--- src/rtl/pgov_pkg.sv ---
package pgov_pkg;

    localparam int unsigned REG_AW = 3;

    typedef enum logic [REG_AW-1:0] {
        A_LT_LIM   = 3'd0,
        A_WIN      = 3'd1,
        A_ST_LIM   = 3'd2,
        A_ICC_MAX  = 3'd3,
        A_CTRL     = 3'd4,
        A_REQ      = 3'd5,
        A_STAT_CLR = 3'd6
    } reg_addr_e;

    // packed: lt_en is bit 0, turbo_en is bit 4
    typedef struct packed {
        logic turbo_en;
        logic lock;
        logic lt_clamp;
        logic st_en;
        logic lt_en;
    } gov_ctrl_t;

    localparam int unsigned CTRL_W = $bits(gov_ctrl_t);

    typedef enum logic [2:0] {
        RSN_NONE = 3'b000,
        RSN_LT   = 3'b001,
        RSN_ST   = 3'b010,
        RSN_CUR  = 3'b100
    } limit_reason_e;

    typedef enum logic [1:0] {
        MOVE_HOLD,
        MOVE_UP,
        MOVE_DOWN
    } step_dir_e;

    function automatic limit_reason_e pick_reason(input logic cur, input logic st, input logic lt);
        if (cur)     return RSN_CUR;
        else if (st) return RSN_ST;
        else if (lt) return RSN_LT;
        return RSN_NONE;
    endfunction

endpackage

--- src/rtl/pgov_regs.sv ---
module pgov_regs
    import pgov_pkg::*;
#(
    parameter int unsigned DW    = 16,
    parameter int unsigned IW    = 16,
    parameter int unsigned SW    = 4,
    parameter int unsigned KW    = 4,
    parameter int unsigned GUAR  = 8
) (
    input  logic              clk,
    input  logic              rst,
    input  logic              wr_en_i,
    input  logic [REG_AW-1:0] wr_addr_i,
    input  logic [DW-1:0]     wr_data_i,
    output logic [DW-1:0]     lt_lim_o,
    output logic [KW-1:0]     win_k_o,
    output logic [DW-1:0]     st_lim_o,
    output logic [IW-1:0]     icc_max_o,
    output gov_ctrl_t         ctrl_o,
    output logic [SW-1:0]     req_o,
    output logic [2:0]        stat_clr_o
);

    logic [DW-1:0] lt_lim_q, st_lim_q;
    logic [KW-1:0] win_k_q;
    logic [IW-1:0] icc_max_q;
    gov_ctrl_t     ctrl_q;
    logic [SW-1:0] req_q;
    logic          locked;

    assign locked = ctrl_q.lock;

    always_ff @(posedge clk) begin
        if (rst) begin
            lt_lim_q  <= '1;
            st_lim_q  <= '1;
            icc_max_q <= '1;
            win_k_q   <= '0;
            ctrl_q    <= '0;
            req_q     <= SW'(GUAR);
        end else if (wr_en_i) begin
            case (reg_addr_e'(wr_addr_i))
                A_LT_LIM:  if (!locked) lt_lim_q  <= wr_data_i;
                A_WIN:     if (!locked) win_k_q   <= wr_data_i[KW-1:0];
                A_ST_LIM:  if (!locked) st_lim_q  <= wr_data_i;
                A_ICC_MAX: if (!locked) icc_max_q <= wr_data_i[IW-1:0];
                A_CTRL:    if (!locked) ctrl_q    <= gov_ctrl_t'(wr_data_i[CTRL_W-1:0]);
                A_REQ:     req_q <= wr_data_i[SW-1:0];
                default:   ;
            endcase
        end
    end

    assign stat_clr_o = (wr_en_i && reg_addr_e'(wr_addr_i) == A_STAT_CLR) ? wr_data_i[2:0] : 3'b000;

    assign lt_lim_o  = lt_lim_q;
    assign win_k_o   = win_k_q;
    assign st_lim_o  = st_lim_q;
    assign icc_max_o = icc_max_q;
    assign ctrl_o    = ctrl_q;
    assign req_o     = req_q;

    AST_LOCK_HOLD: assert property (@(posedge clk) disable iff (rst)
        locked |=> $stable(lt_lim_q) && $stable(st_lim_q) && $stable(icc_max_q) && $stable(win_k_q) && $stable(ctrl_q));

    AST_LOCK_STICKY: assert property (@(posedge clk) disable iff (rst)
        locked |=> ctrl_q.lock);

endmodule

--- src/rtl/pgov_ewma.sv ---
module pgov_ewma #(
    parameter int unsigned PW   = 16,
    parameter int unsigned FRAC = 8,
    parameter int unsigned KW   = 4
) (
    input  logic          clk,
    input  logic          rst,
    input  logic          tick_i,
    input  logic [PW-1:0] pwr_i,
    input  logic [KW-1:0] win_k_i,
    output logic [PW-1:0] avg_int_o
);

    localparam int unsigned AW = PW + FRAC;

    logic [AW-1:0]        avg_q, avg_d;
    logic signed [AW:0]   diff, step;

    always_comb begin
        diff  = $signed({1'b0, pwr_i, {FRAC{1'b0}}}) - $signed({1'b0, avg_q});
        step  = diff >>> win_k_i;
        avg_d = AW'($unsigned({1'b0, avg_q}) + $unsigned(step));
    end

    always_ff @(posedge clk) begin
        if (rst)         avg_q <= '0;
        else if (tick_i) avg_q <= avg_d;
    end

    assign avg_int_o = avg_d[AW-1:FRAC];

    AST_AVG_HOLD: assert property (@(posedge clk) disable iff (rst)
        !tick_i |=> $stable(avg_q));

    AST_AVG_TRACK: assert property (@(posedge clk) disable iff (rst)
        (tick_i && win_k_i == '0) |=> avg_q == {$past(pwr_i), {FRAC{1'b0}}});

endmodule

--- src/rtl/pgov_step.sv ---
module pgov_step
    import pgov_pkg::*;
#(
    parameter int unsigned PW     = 16,
    parameter int unsigned IW     = 16,
    parameter int unsigned SW     = 4,
    parameter int unsigned ST_MIN = 1,
    parameter int unsigned ST_GUAR = 8,
    parameter int unsigned ST_MAX = 15
) (
    input  logic          clk,
    input  logic          rst,
    input  logic          tick_i,
    input  logic [PW-1:0] pwr_i,
    input  logic [IW-1:0] icc_i,
    input  logic [PW-1:0] avg_int_i,
    input  logic [PW-1:0] lt_lim_i,
    input  logic [PW-1:0] st_lim_i,
    input  logic [IW-1:0] icc_max_i,
    input  logic          lt_en_i,
    input  logic          st_en_i,
    input  logic          clamp_i,
    input  logic          turbo_i,
    input  logic [SW-1:0] req_i,
    input  logic [2:0]    clr_i,
    output logic [SW-1:0] state_o,
    output logic [2:0]    reason_o,
    output logic [2:0]    status_o
);

    localparam logic [SW-1:0] S_MIN  = SW'(ST_MIN);
    localparam logic [SW-1:0] S_GUAR = SW'(ST_GUAR);
    localparam logic [SW-1:0] S_MAX  = SW'(ST_MAX);

    logic [SW-1:0]  state_q, state_d, target, lt_floor;
    limit_reason_e  reason_q, reason_d;
    logic [2:0]     status_q;
    logic           cur_viol, st_viol, lt_viol;
    step_dir_e      dir;

    assign cur_viol = icc_i > icc_max_i;
    assign st_viol  = st_en_i && (pwr_i > st_lim_i);
    assign lt_viol  = lt_en_i && (avg_int_i > lt_lim_i);
    assign lt_floor = clamp_i ? S_MIN : S_GUAR;
    assign reason_d = pick_reason(cur_viol, st_viol, lt_viol);

    always_comb begin
        if (turbo_i)             target = S_MAX;
        else if (req_i > S_GUAR) target = S_GUAR;
        else if (req_i < S_MIN)  target = S_MIN;
        else                     target = req_i;
    end

    always_comb begin
        dir = MOVE_HOLD;
        if (cur_viol || st_viol) begin
            if (state_q > S_MIN) dir = MOVE_DOWN;
        end else if (lt_viol) begin
            if (state_q > lt_floor) dir = MOVE_DOWN;
        end else if (state_q < target) begin
            dir = MOVE_UP;
        end else if (state_q > target) begin
            dir = MOVE_DOWN;
        end
    end

    always_comb begin
        case (dir)
            MOVE_UP:   state_d = state_q + 1'b1;
            MOVE_DOWN: state_d = state_q - 1'b1;
            default:   state_d = state_q;
        endcase
    end

    always_ff @(posedge clk) begin
        if (rst) begin
            state_q  <= S_MIN;
            reason_q <= RSN_NONE;
            status_q <= '0;
        end else begin
            if (tick_i) begin
                state_q  <= state_d;
                reason_q <= reason_d;
            end
            status_q <= (status_q & ~clr_i) | (tick_i ? 3'(reason_d) : 3'b000);
        end
    end

    assign state_o  = state_q;
    assign reason_o = 3'(reason_q);
    assign status_o = status_q;

    AST_STATE_RANGE: assert property (@(posedge clk) disable iff (rst)
        state_q >= S_MIN && state_q <= S_MAX);

    AST_IDLE_HOLD: assert property (@(posedge clk) disable iff (rst)
        !tick_i |=> $stable(state_q));

    AST_ONE_STEP: assert property (@(posedge clk) disable iff (rst)
        tick_i |=> (state_q == $past(state_q) || state_q == $past(state_q) + 1'b1 || state_q == $past(state_q) - 1'b1));

    AST_CUR_DOWN: assert property (@(posedge clk) disable iff (rst)
        (tick_i && cur_viol && state_q > S_MIN) |=> (state_q == $past(state_q) - 1'b1) && reason_o == 3'b100);

    AST_REASON_ONEHOT: assert property (@(posedge clk) disable iff (rst)
        $onehot0(reason_o));

    AST_CLAMP_FLOOR: assert property (@(posedge clk) disable iff (rst)
        (tick_i && lt_viol && !cur_viol && !st_viol && !clamp_i) |=> (state_q >= S_GUAR || state_q == $past(state_q)));

endmodule

--- src/rtl/pkg_pwr_gov.sv ---
module pkg_pwr_gov
    import pgov_pkg::*;
#(
    parameter int unsigned PW      = 16,
    parameter int unsigned IW      = 16,
    parameter int unsigned SW      = 4,
    parameter int unsigned KW      = 4,
    parameter int unsigned FRAC    = 8,
    parameter int unsigned ST_MIN  = 1,
    parameter int unsigned ST_GUAR = 8,
    parameter int unsigned ST_MAX  = 15
) (
    input  logic              clk,
    input  logic              rst,
    input  logic              tick_i,
    input  logic [PW-1:0]     pwr_i,
    input  logic [IW-1:0]     icc_i,
    input  logic              wr_en_i,
    input  logic [REG_AW-1:0] wr_addr_i,
    input  logic [PW-1:0]     wr_data_i,
    output logic [SW-1:0]     pstate_o,
    output logic [2:0]        reason_o,
    output logic [2:0]        status_o
);

    logic [PW-1:0] lt_lim, st_lim, avg_int;
    logic [KW-1:0] win_k;
    logic [IW-1:0] icc_max;
    gov_ctrl_t     ctrl;
    logic [SW-1:0] req;
    logic [2:0]    stat_clr;

    pgov_regs #(.DW(PW), .IW(IW), .SW(SW), .KW(KW), .GUAR(ST_GUAR)) u_regs (
        .clk(clk), .rst(rst),
        .wr_en_i(wr_en_i), .wr_addr_i(wr_addr_i), .wr_data_i(wr_data_i),
        .lt_lim_o(lt_lim), .win_k_o(win_k), .st_lim_o(st_lim), .icc_max_o(icc_max),
        .ctrl_o(ctrl), .req_o(req), .stat_clr_o(stat_clr)
    );

    pgov_ewma #(.PW(PW), .FRAC(FRAC), .KW(KW)) u_ewma (
        .clk(clk), .rst(rst), .tick_i(tick_i), .pwr_i(pwr_i),
        .win_k_i(win_k), .avg_int_o(avg_int)
    );

    pgov_step #(.PW(PW), .IW(IW), .SW(SW), .ST_MIN(ST_MIN), .ST_GUAR(ST_GUAR), .ST_MAX(ST_MAX)) u_step (
        .clk(clk), .rst(rst), .tick_i(tick_i),
        .pwr_i(pwr_i), .icc_i(icc_i), .avg_int_i(avg_int),
        .lt_lim_i(lt_lim), .st_lim_i(st_lim), .icc_max_i(icc_max),
        .lt_en_i(ctrl.lt_en), .st_en_i(ctrl.st_en), .clamp_i(ctrl.lt_clamp), .turbo_i(ctrl.turbo_en),
        .req_i(req), .clr_i(stat_clr),
        .state_o(pstate_o), .reason_o(reason_o), .status_o(status_o)
    );

endmodule

--- config.mk ---
export PLATFORM = sky130hd
export DESIGN_NAME = pkg_pwr_gov
export DESIGN_NICKNAME = d
export VERILOG_FILES = /design/src/rtl/pgov_pkg.sv /design/src/rtl/pgov_regs.sv /design/src/rtl/pgov_ewma.sv /design/src/rtl/pgov_step.sv /design/src/rtl/pkg_pwr_gov.sv
export SDC_FILE = /design/constraint.sdc
export NUM_CORES = 1
export LEC_CHECK = 0
export BUFFER_PORTS_ARGS = -buffer_cell sky130_fd_sc_hd__buf_2
export CORE_ASPECT_RATIO = 1.2
export CORE_MARGIN = 3
export CORE_UTILIZATION = 35
export DETAILED_ROUTE_END_ITERATION = 7
export PLACE_DENSITY = 0.59
export SLEW_MARGIN = 10
export SYNTH_ARGS = -nofsm -noshare
export SYNTH_HDL_FRONTEND = slang
export SYNTH_HIERARCHICAL = 1
export SYNTH_SLANG_ARGS = --single-unit
--- constraint.sdc ---
create_clock -name clk -period 9.01 [get_ports clk]
set_input_delay 1.3515 -clock clk [delete_from_list [all_inputs] [get_ports clk]]
set_output_delay 1.3515 -clock clk [all_outputs]
set_load 0.01 [all_outputs]
[After elaboration in Yosys (flattened, before gate mapping)]
Cells that the tools add are included.
Storage, ports and cells
  memories kept: 0
  word-level logic and storage cells: 75
  output and inout port bits: 10
  memory bits (read-only): 0
  bits in latches: 0
  RAM bits: 0
  flip-flop bits (word level): 95
Cells by class
  reductions and logical operators: 14
  bitwise operators: 4
  mux-type cells: 21
  shift-type cells: 1
  divide/modulo/power cells: 0
  multipliers: 0
  magnitude comparators: 9
  add/sub/neg operators: 4
  equal/unequal tests: 8
Operator list (number)
  $gt A16 B16 Y1: 3
  $sshr A25 B4 Y24: 1
  $sub A24 B24 Y25: 1
  $add A24 B24 Y24: 1
  $mux W4: 5
  $mux W3: 6
  $reduce_and A3 Y1: 5
  $mux W2: 6
  $eq A3 B3 Y1 const B: 3
  $gt A4 B4 Y1: 2
  $pmux W4 S2: 1
  $eq A3 B2 Y1 const B: 2
  $reduce_and A2 Y1: 3
  $add A4 B1 Y4 const B: 1
  $gt A4 B1 Y1 const B: 1
  $gt A4 B4 Y1 const B: 1
  $lt A4 B1 Y1 const B: 1
  $lt A4 B4 Y1: 1
  $sub A4 B1 Y4 const B: 1
  $and A3 B3 Y3: 1
  $eq A3 B1 Y1 const B: 1
  $logic_and A1 B1 Y1: 3
  $logic_not A3 Y1: 1
  $mux W1: 3
  7 further kinds: 7

[Logic depth before layout (Yosys ltp)]
Gate-level depths: netlist of the first run.
  depth after elaboration: 12
  depth in mapped cells: 37
  gate-level depth less buffers: 36

[Cells and area by module]
Netlist of the first run, hierarchy kept.
By module, submodules not included
  pgov_ewma: seq. area each 480.5 um^2, instances 1, area each 4722.0 um^2, cells each 639
  pgov_regs: seq. area each 1221.2 um^2, instances 1, area each 2366.0 um^2, cells each 235
  pgov_step: seq. area each 200.2 um^2, instances 1, area each 1900.6 um^2, cells each 245

[Least setup slack after synthesis of the first run]
No wires, ideal clock.
  path kind: in2reg
  from: input pwr_i[8]
  to: register u_step.state_q[2], in the netlist u_step/state_o[2]
  required time: 8884 ps
  arrival time: 8388 ps
  setup slack: 496 ps
  stages: 34
  library setup time: 126 ps
  path through: ha_1 > clkbuf_1 > a21o_1 > a21o_1 > a21oi_1 > a2bb2oi_1 > a31oi_4 > xnor2_2 > o21ba_1 > a222oi_1 > a221o_1 > ha_1 > a21oi_1 > a21boi_0 > o21ai_0 > or4b_2 > o221ai_1 > o21ai_0 > a41oi_1 > nor2b_1 > xnor2_1 > buf_4 > ha_1 > nand4_1 > a2111oi_0 > a21oi_1 > a21oi_1 > mux2i_1 > mux2i_1 > ha_1 > nor2b_1 > nand2_1 > xor2_1 > nor2_1
Between the ends
  longest elaborated chain between the ends: 10
RTL lines
  start, declared: RTL line pkg_pwr_gov.sv:16  | input logic [PW-1:0] pwr_i,
  $sub A24 B24 Y25 (*): RTL line pgov_ewma.sv:20  | diff = $signed({1'b0, pwr_i, {FRAC{1'b0}}}) - $signed({1'b0, avg_q});
  $sshr A25 B4 Y24 (*): RTL line pgov_ewma.sv:21  | step = diff >>> win_k_i;
  $add A24 B24 Y24 (*): RTL line pgov_ewma.sv:22  | avg_d = AW'($unsigned({1'b0, avg_q}) + $unsigned(step));
  named net u_ewma.avg_d[22]: RTL line pgov_ewma.sv:16  | logic [AW-1:0] avg_q, avg_d;
  $gt A16 B16 Y1 (*): RTL line pgov_step.sv:43  | assign lt_viol = lt_en_i && (avg_int_i > lt_lim_i);
  $logic_and A1 B1 Y1 (*): RTL line pgov_step.sv:43
  $mux W2 (*): RTL line pgov_step.sv:58  | end else if (lt_viol) begin
  $mux W2 (*): RTL line pgov_step.sv:56  | if (cur_viol || st_viol) begin
  $eq A2 B1 Y1 / $eq A2 B2 Y1 (equally long branches): RTL line pgov_step.sv:68  | case (dir)
  $reduce_bool A2 Y1 (no line)
  $reduce_and A2 Y1 (no line)
  end signal, assigned: RTL line pgov_step.sv:82  | state_q <= state_d;
  end, declared: RTL line pgov_step.sv:35  | logic [SW-1:0] state_q, state_d, target, lt_floor;
The timed path passes the listed nets; every way through them passes the cells marked *.
A chain may end at the register's enable or synchronous reset.

[Final worst setup path of the first run]
  from: input pwr_i[0]
  to: register u_step.state_q[2], in the netlist u_step/state_o[2]
Between the ends
  longest elaborated chain between the ends: 10
RTL lines
  $sub A24 B24 Y25 (*): RTL line pgov_ewma.sv:20
  $sshr A25 B4 Y24 (*): RTL line pgov_ewma.sv:21
  $add A24 B24 Y24 (*): RTL line pgov_ewma.sv:22
  named net avg_int[14]: RTL line pkg_pwr_gov.sv:26  | logic [PW-1:0] lt_lim, st_lim, avg_int;
  $gt A16 B16 Y1 (*): RTL line pgov_step.sv:43
  $logic_and A1 B1 Y1 (*): RTL line pgov_step.sv:43
  $mux W2 (*): RTL line pgov_step.sv:58
  $mux W2 (*): RTL line pgov_step.sv:56
  $eq A2 B1 Y1 / $eq A2 B2 Y1 (equally long branches): RTL line pgov_step.sv:68
  $reduce_bool A2 Y1 (no line)
  $reduce_and A2 Y1 (no line)
Marked as above.

==> summary.md, run 1 <==
| Metric | Value |
|---|---|
| Status | `finished clean` |
| R2R Setup Slk | `between 1000 and 1500 ps` |
| Setup-failing EPs final | `0` |
| Max Slew Vio Count | `0` |
| First-pass GRT wire length | `approximately 40000 um` |
| Commonest non-fill, non-tap cell in the layout | `nor2_1` |
| Clk sinks | `95` |
| Drt wl/cell | `between 15 and 20 um` |
| H-tree Lvls | `3` |
| Crit Path Class | `in2reg` |
| Most frequent cells in the layout | `nor2_1, ha_1, dfxtp_1` |
| Arrival time worst endpoint | `a little under 9000 ps` |
| Clock root buffer | `clkbuf_16` |
| Final RePlAce weighted congestion | `0.9320` |
| Synthesized Nets | `1275` |
| Final Cycle Share | `a little over nine tenths` |
| Max Clk Rate | `roughly 120 MHz` |
| Synth warn | `6` |
| Initial Utilization | `approximately 36%` |
| Setup crit start kind | `input port` |
| Syn_area_per_cell | `between 8 and 9 sq um` |
| GRT Overall Usage | `17.43%` |
| CTS tree | `done` |
| Mapped cell area | `~9000 sq um` |
| Crit path time final | `8470 ps` |
| Vias in the first global route | `7770` |
| Initial antenna violation count | `0` |
| Mapped Cells | `1118` |
| Worst Path Required | `between 9000 and 10000 ps` |
| Die W | `approximately 150 um` |
| Type of the tightest min-delay check | `reg2reg` |
| Die height | `between 150 and 200 um` |
| Layout cells sized above 1 | `14.80%` |
| CP max-delay cell | `or4b_2` |
| Worst R2R Start | `u_ewma/avg_q[8]` |
| Worst-margin pin slew | `about 950 ps` |
| Final hold violation count | `0` |
| Die area | `approximately 28000 sq um` |
| Post-Layout Inst Area | `10070 sq um` |
| Setup TNS | `0 ps` |
| Mean number of vias per cell | `5.419` |
| Pwr/cell area | `between 300 and 400 nW/um^2` |
| WL final | `24850 um` |
| Post-DP HPWL | `roughly 20000 um` |
| Placed cells | `1478` |
| TritonCTS buffer count | `9` |
| Diodes inserted | `0` |
| Number of fillers in the final layout | `between 2000 and 3000` |
| I/O Pins | `65` |
| IO buf count | `64` |
| Pin count of the biggest net entering global routing | `71` |
| Bufs and invs on worst path | `1` |
| Post-Place Cell Area | `between 9000 and 10000 sq um` |
| Worst setup EP type | `register` |
| Initial detailed-routing violation count | `about 460` |
| Clock Skew | `about 9.4 ps` |
| Post-DRT Antenna Nets | `0` |
| Final Net Count | `roughly 1300` |
| Core box area | `around 25000 sq um` |
| Hold wc startpoint | `u_step/status_o[0]` |
| Clock latency on the worst-skew pair | `between 300 and 400 ps` |
| Sequential cell area | `approximately 1900 sq um` |
| Via Count | `around 8000` |
| Clock Path Buffers | `2` |
| LEAKAGE | `between 5 and 6 nW` |
| Total grt overflow | `0` |
| Row count | `63` |
| Clk slew on worst S/H paths | `approximately 70 ps` |
| Worst stage delay on the critical path | `~610 ps` |
| Final Instance Count excl. Fillers | `about 1500` |
| 1st-pass router iterations | `6` |
| Area of the multi-input gates | `6466 sq um` |
| Slew headroom | `36.34%` |
| Layout Utilization | `roughly two fifths` |
| RSZ-0062 raised after global routing | `false` |
| CP top delay family | `compound AO/OA/AOI/OAI gates` |
| VDD IR max | `0.0001527 V` |
| Synth-to-layout area growth | `12.12%` |
| Critical Path Source | `pwr_i[0]` |
| DRC | `0` |
| Cts-stage hold buffer count | `0` |
| Max cap viols | `0` |
| Max FO, Critical Path | `4` |
[path summary, 6_finish.rpt]
| path | endpoint | cells after the start |
|---|---|---|
| max | u_step/state_o[2] | 32 |
| max reg2reg | u_step/state_o[2] | 32 |
| min reg2reg | u_step/status_o[0] | 2 |
| min | u_step/status_o[0] | 2 |
[final cells by class]
type | instances | share of cell area [%]
tap | 325 | 4.038
multi-input combinational | 865 | 64.21
timing repair buffer | 102 | 6.039
inverter | 92 | 3.429
clock buffer | 9 | 2.237
sequential | 95 | 18.89
clock inverter | 6 | 1.156
[where the power goes]
group	internal [W]	switching, W
Sequential	0.000472	0.0000816
Combinational	0.000979	0.00124
Clock	0.000272	0.000173
Total	0.00172	0.00150
[tightest hold or removal path: stages (launching register included)]
cell	delay, ps
dfxtp_1	340
nand2_1	50
o21ai_0	50
[flip-flops by register name, summed over array words and instances, names as in the netlist, 4 cells and up]
name	count
u_ewma/avg_q	24
u_regs/icc_max_o	16
u_regs/lt_lim_o	16
u_regs/st_lim_o	16
u_regs/ctrl_o	4
u_regs/req_o	4
u_regs/win_k_o	4
u_step/state_o	4
[repair_timing]
item | 4_1_cts | 5_1_grt
resized for setup | 0 | 15
endpoints found under the setup margin | 0 | 4
buffers inserted | 0 | 1
[per-stage QoR]
step / power [W] / hold WS (ps) / setup slack (ps)
final: 0.003221 / 465.1 / 540.2
after floorplan: 0.002325 / 447.5 / 496.0
after detailed placement: 0.002719 / 448.0 / 4.468
after global routing: 0.003503 / 493.8 / 6.977
after CTS: 0.003181 / 464.9 / 353.6
after global placement: 0.002707 / 446.6 / 115.2
[layer usage]
| layer | share of wire, % | global-route usage [%] |
|---|---|---|
| met3 | 4.9 | 2.288 |
| met1 | 46 | 23.19 |
| met5 | 0 | 0 |
| met4 | 2.7 | 5.360 |
| met2 | 47 | 29.43 |
(Power assumes the default switching activity.)
==> inputs of run 2 (changes only) <==
--- a/config.mk
+++ b/config.mk
@@ -6,7 +6,6 @@
 export NUM_CORES = 1
 export LEC_CHECK = 0
 export BUFFER_PORTS_ARGS = -buffer_cell sky130_fd_sc_hd__buf_2
-export CORE_ASPECT_RATIO = 1.2
 export CORE_MARGIN = 3
 export CORE_UTILIZATION = 35
 export DETAILED_ROUTE_END_ITERATION = 7
==> run 2 against run 1 <==
Net effect: power shrank 3.1%; non-clock buffer count shrank 4; clock power shrank 16%; fmax shrank 0.41%; die area is essentially flat; clock skew grew 4.9 ps; global-route usage is essentially flat; combinational power is essentially flat; critical path type unchanged; largest cell class unchanged.
==> summary.md, run 2 (synthesized netlist as in run 1, its figures left out) <==
| Metric | Value |
|---|---|
| Status | `finished clean` |
| Worst stage delay on the critical path | `~600 ps` |
| Number of flip-flops in the largest register | `24` |
| Crit Path Class | `in2reg` |
| I/O Pins | `65` |
| LEAKAGE | `5.090 nW` |
| Sequential cell area | `about 1900 sq um` |
| Crit path time final | `roughly 8500 ps` |
| Layout cells sized above 1 | `between 10% and 20%` |
| Max cap viols | `0` |
| Total grt overflow | `0` |
| Setup crit start kind | `input port` |
| Core box area | `24750 sq um` |
| NetSw | `0.001498 W` |
| Row count | `57` |
| Most frequent cells in the layout | `nor2_1, ha_1, dfxtp_1` |
| Clock latency on the worst-skew pair | `approximately 360 ps` |
| Diodes inserted | `0` |
| Post-DP HPWL | `around 19000 um` |
| Clk slew on worst S/H paths | `~80 ps` |
| Pin count of the biggest net entering global routing | `slightly above 80` |
| Clock Path Buffers | `2` |
| Post-Layout Inst Area | `9968 sq um` |
| Clk sinks | `95` |
| Die W | `166.2 um` |
| Arrival time worst endpoint | `between 8000 and 9000 ps` |
| Hold slack final | `approximately 470 ps` |
| Setup-failing EPs final | `0` |
| CP max-delay cell | `mux4_1` |
| GRT Overall Usage | `between 15 and 20%` |
| Max Slew Vio Count | `0` |
| Final Net Count | `1318` |
| Initial Utilization | `approximately 36%` |
| Drt wl/cell | `16.56 um` |
| Clk pwr share | `approximately an eighth` |
| Mean number of vias per cell | `roughly 5.4` |
| 1st-pass router iterations | `5` |
| Type of the tightest min-delay check | `reg2reg` |
| Pwr/cell area | `roughly 310 nW/um^2` |
| Most flops, register | `u_ewma/avg_q` |
| Slew headroom | `a little under two fifths` |
| Clock Skew | `around 14 ps` |
| Die area | `between 20000 and 30000 sq um` |
| Area of the multi-input gates | `roughly 6500 sq um` |
| Final hold violation count | `0` |
| Sequential share of power | `about 18%` |
| Number of fillers in the final layout | `approximately 2500` |
| Final RePlAce weighted congestion | `between 0.9 and 1` |
| Via Count | `between 8000 and 9000` |
| Initial detailed-routing violation count | `601` |
| Worst setup EP type | `register` |
| Synth-to-layout area growth | `10.99%` |
| Final Cycle Share | `between 90% and 100%` |
| Setup TNS | `0 ps` |
| Post-Place Cell Area | `around 9600 sq um` |
| Clock root buffer | `clkbuf_16` |
| IO buf count | `64` |
| VDD IR max | `approximately 0.00012 V` |
| Commonest non-fill, non-tap cell in the layout | `nor2_1` |
| Sw Share | `48.00%` |
| Die height | `166.2 um` |
| Part of the power in combinational logic | `between 70% and 80%` |
| H-tree Lvls | `3` |
| Worst-margin pin slew | `945.5 ps` |
| Worst Path Required | `approximately 9300 ps` |
| Max FO, Critical Path | `5` |
| Initial antenna violation count | `0` |
| Cts-stage hold buffer count | `0` |
| Design internal power | `about 0.0016 W` |
| TritonCTS buffer count | `9` |
| First-pass GRT wire length | `around 40000 um` |
| Max Clk Rate | `about 120 MHz` |
| Vias in the first global route | `7713` |
| CTS tree | `done` |
| Post-DRT Antenna Nets | `0` |
| WL final | `24670 um` |
| DRC | `0` |
-- run 2: layout make-up --
type	count	share of cell area, %
Multi-Input combinational cell	865	64.78
Sequential cell	95	19.08
Timing Repair Buffer	98	5.799
Tap cell	324	4.067
Inverter	92	3.464
Clock buffer	10	2.297
Clock inverter	6	0.5146
-- run 2: worst paths after layout --
check / from / endpoint / slack, ps / cells after the start
setup / recovery: pwr_i[1] / u_step/state_o[3] / 500 / 34
hold / removal: u_step/status_o[0] / u_step/status_o[0] / 470 / 2
setup reg to reg: u_ewma/avg_q[8] / u_step/state_o[3] / 1090 / 34
hold reg to reg: u_step/status_o[0] / u_step/status_o[0] / 470 / 2
-- run 2: metal layers --
metal  wire length [um]  part of all wire, %  vias up  track usage [%]
li1                   -                    -     4077                -
met1              11910                   48     3728            23.47
met2              11180                   45      196            28.83
met3                990                  4.0       41            2.737
met4                589                  2.4        0            4.991
met5                  0                    0        -                0
-- run 2: power groups by stage --
stage,Combinational (W),Clock (W),Sequential [W]
after CTS,0.00213,0.000385,0.000559
after global placement,0.00211,0,0.000568
after floorplan,0.00181,0,0.000517
after detailed placement,0.00211,0,0.000568
final,0.00219,0.000375,0.000558
after global routing,0.00244,0.000403,0.000565
-- run 2: stage by stage --
step	power [W]	util, %	worst slack, ps	cells
floorplan	0.002325	-	496.0	1118
global placement	0.002674	38.80	138.7	1471
detailed placement	0.002683	38.80	-13.94	1471
CTS	0.003073	39.93	308.9	1487
global route	0.003409	40.28	-54.19	1490
finish	0.003121	40.28	505.0	1490
-- run 2: worst max-delay path, delay by kind of cell --
| kind | cells | cell delay, ps |
|---|---|---|
| compound gates | 14 | 3070 |
| simple gates | 7 | 1420 |
| fa+ha+maj | 4 | 1070 |
| mux | 3 | 910 |
| xor+xnor | 3 | 570 |
| buf+inv | 3 | 330 |
-- run 2: timing repair --
item | 4_1_cts | 5_1_grt
hold endpoints to repair | 0 | 0
resized for setup | 0 | 13
setup buffers | 0 | 3
endpoints found under the setup margin | 0 | 4
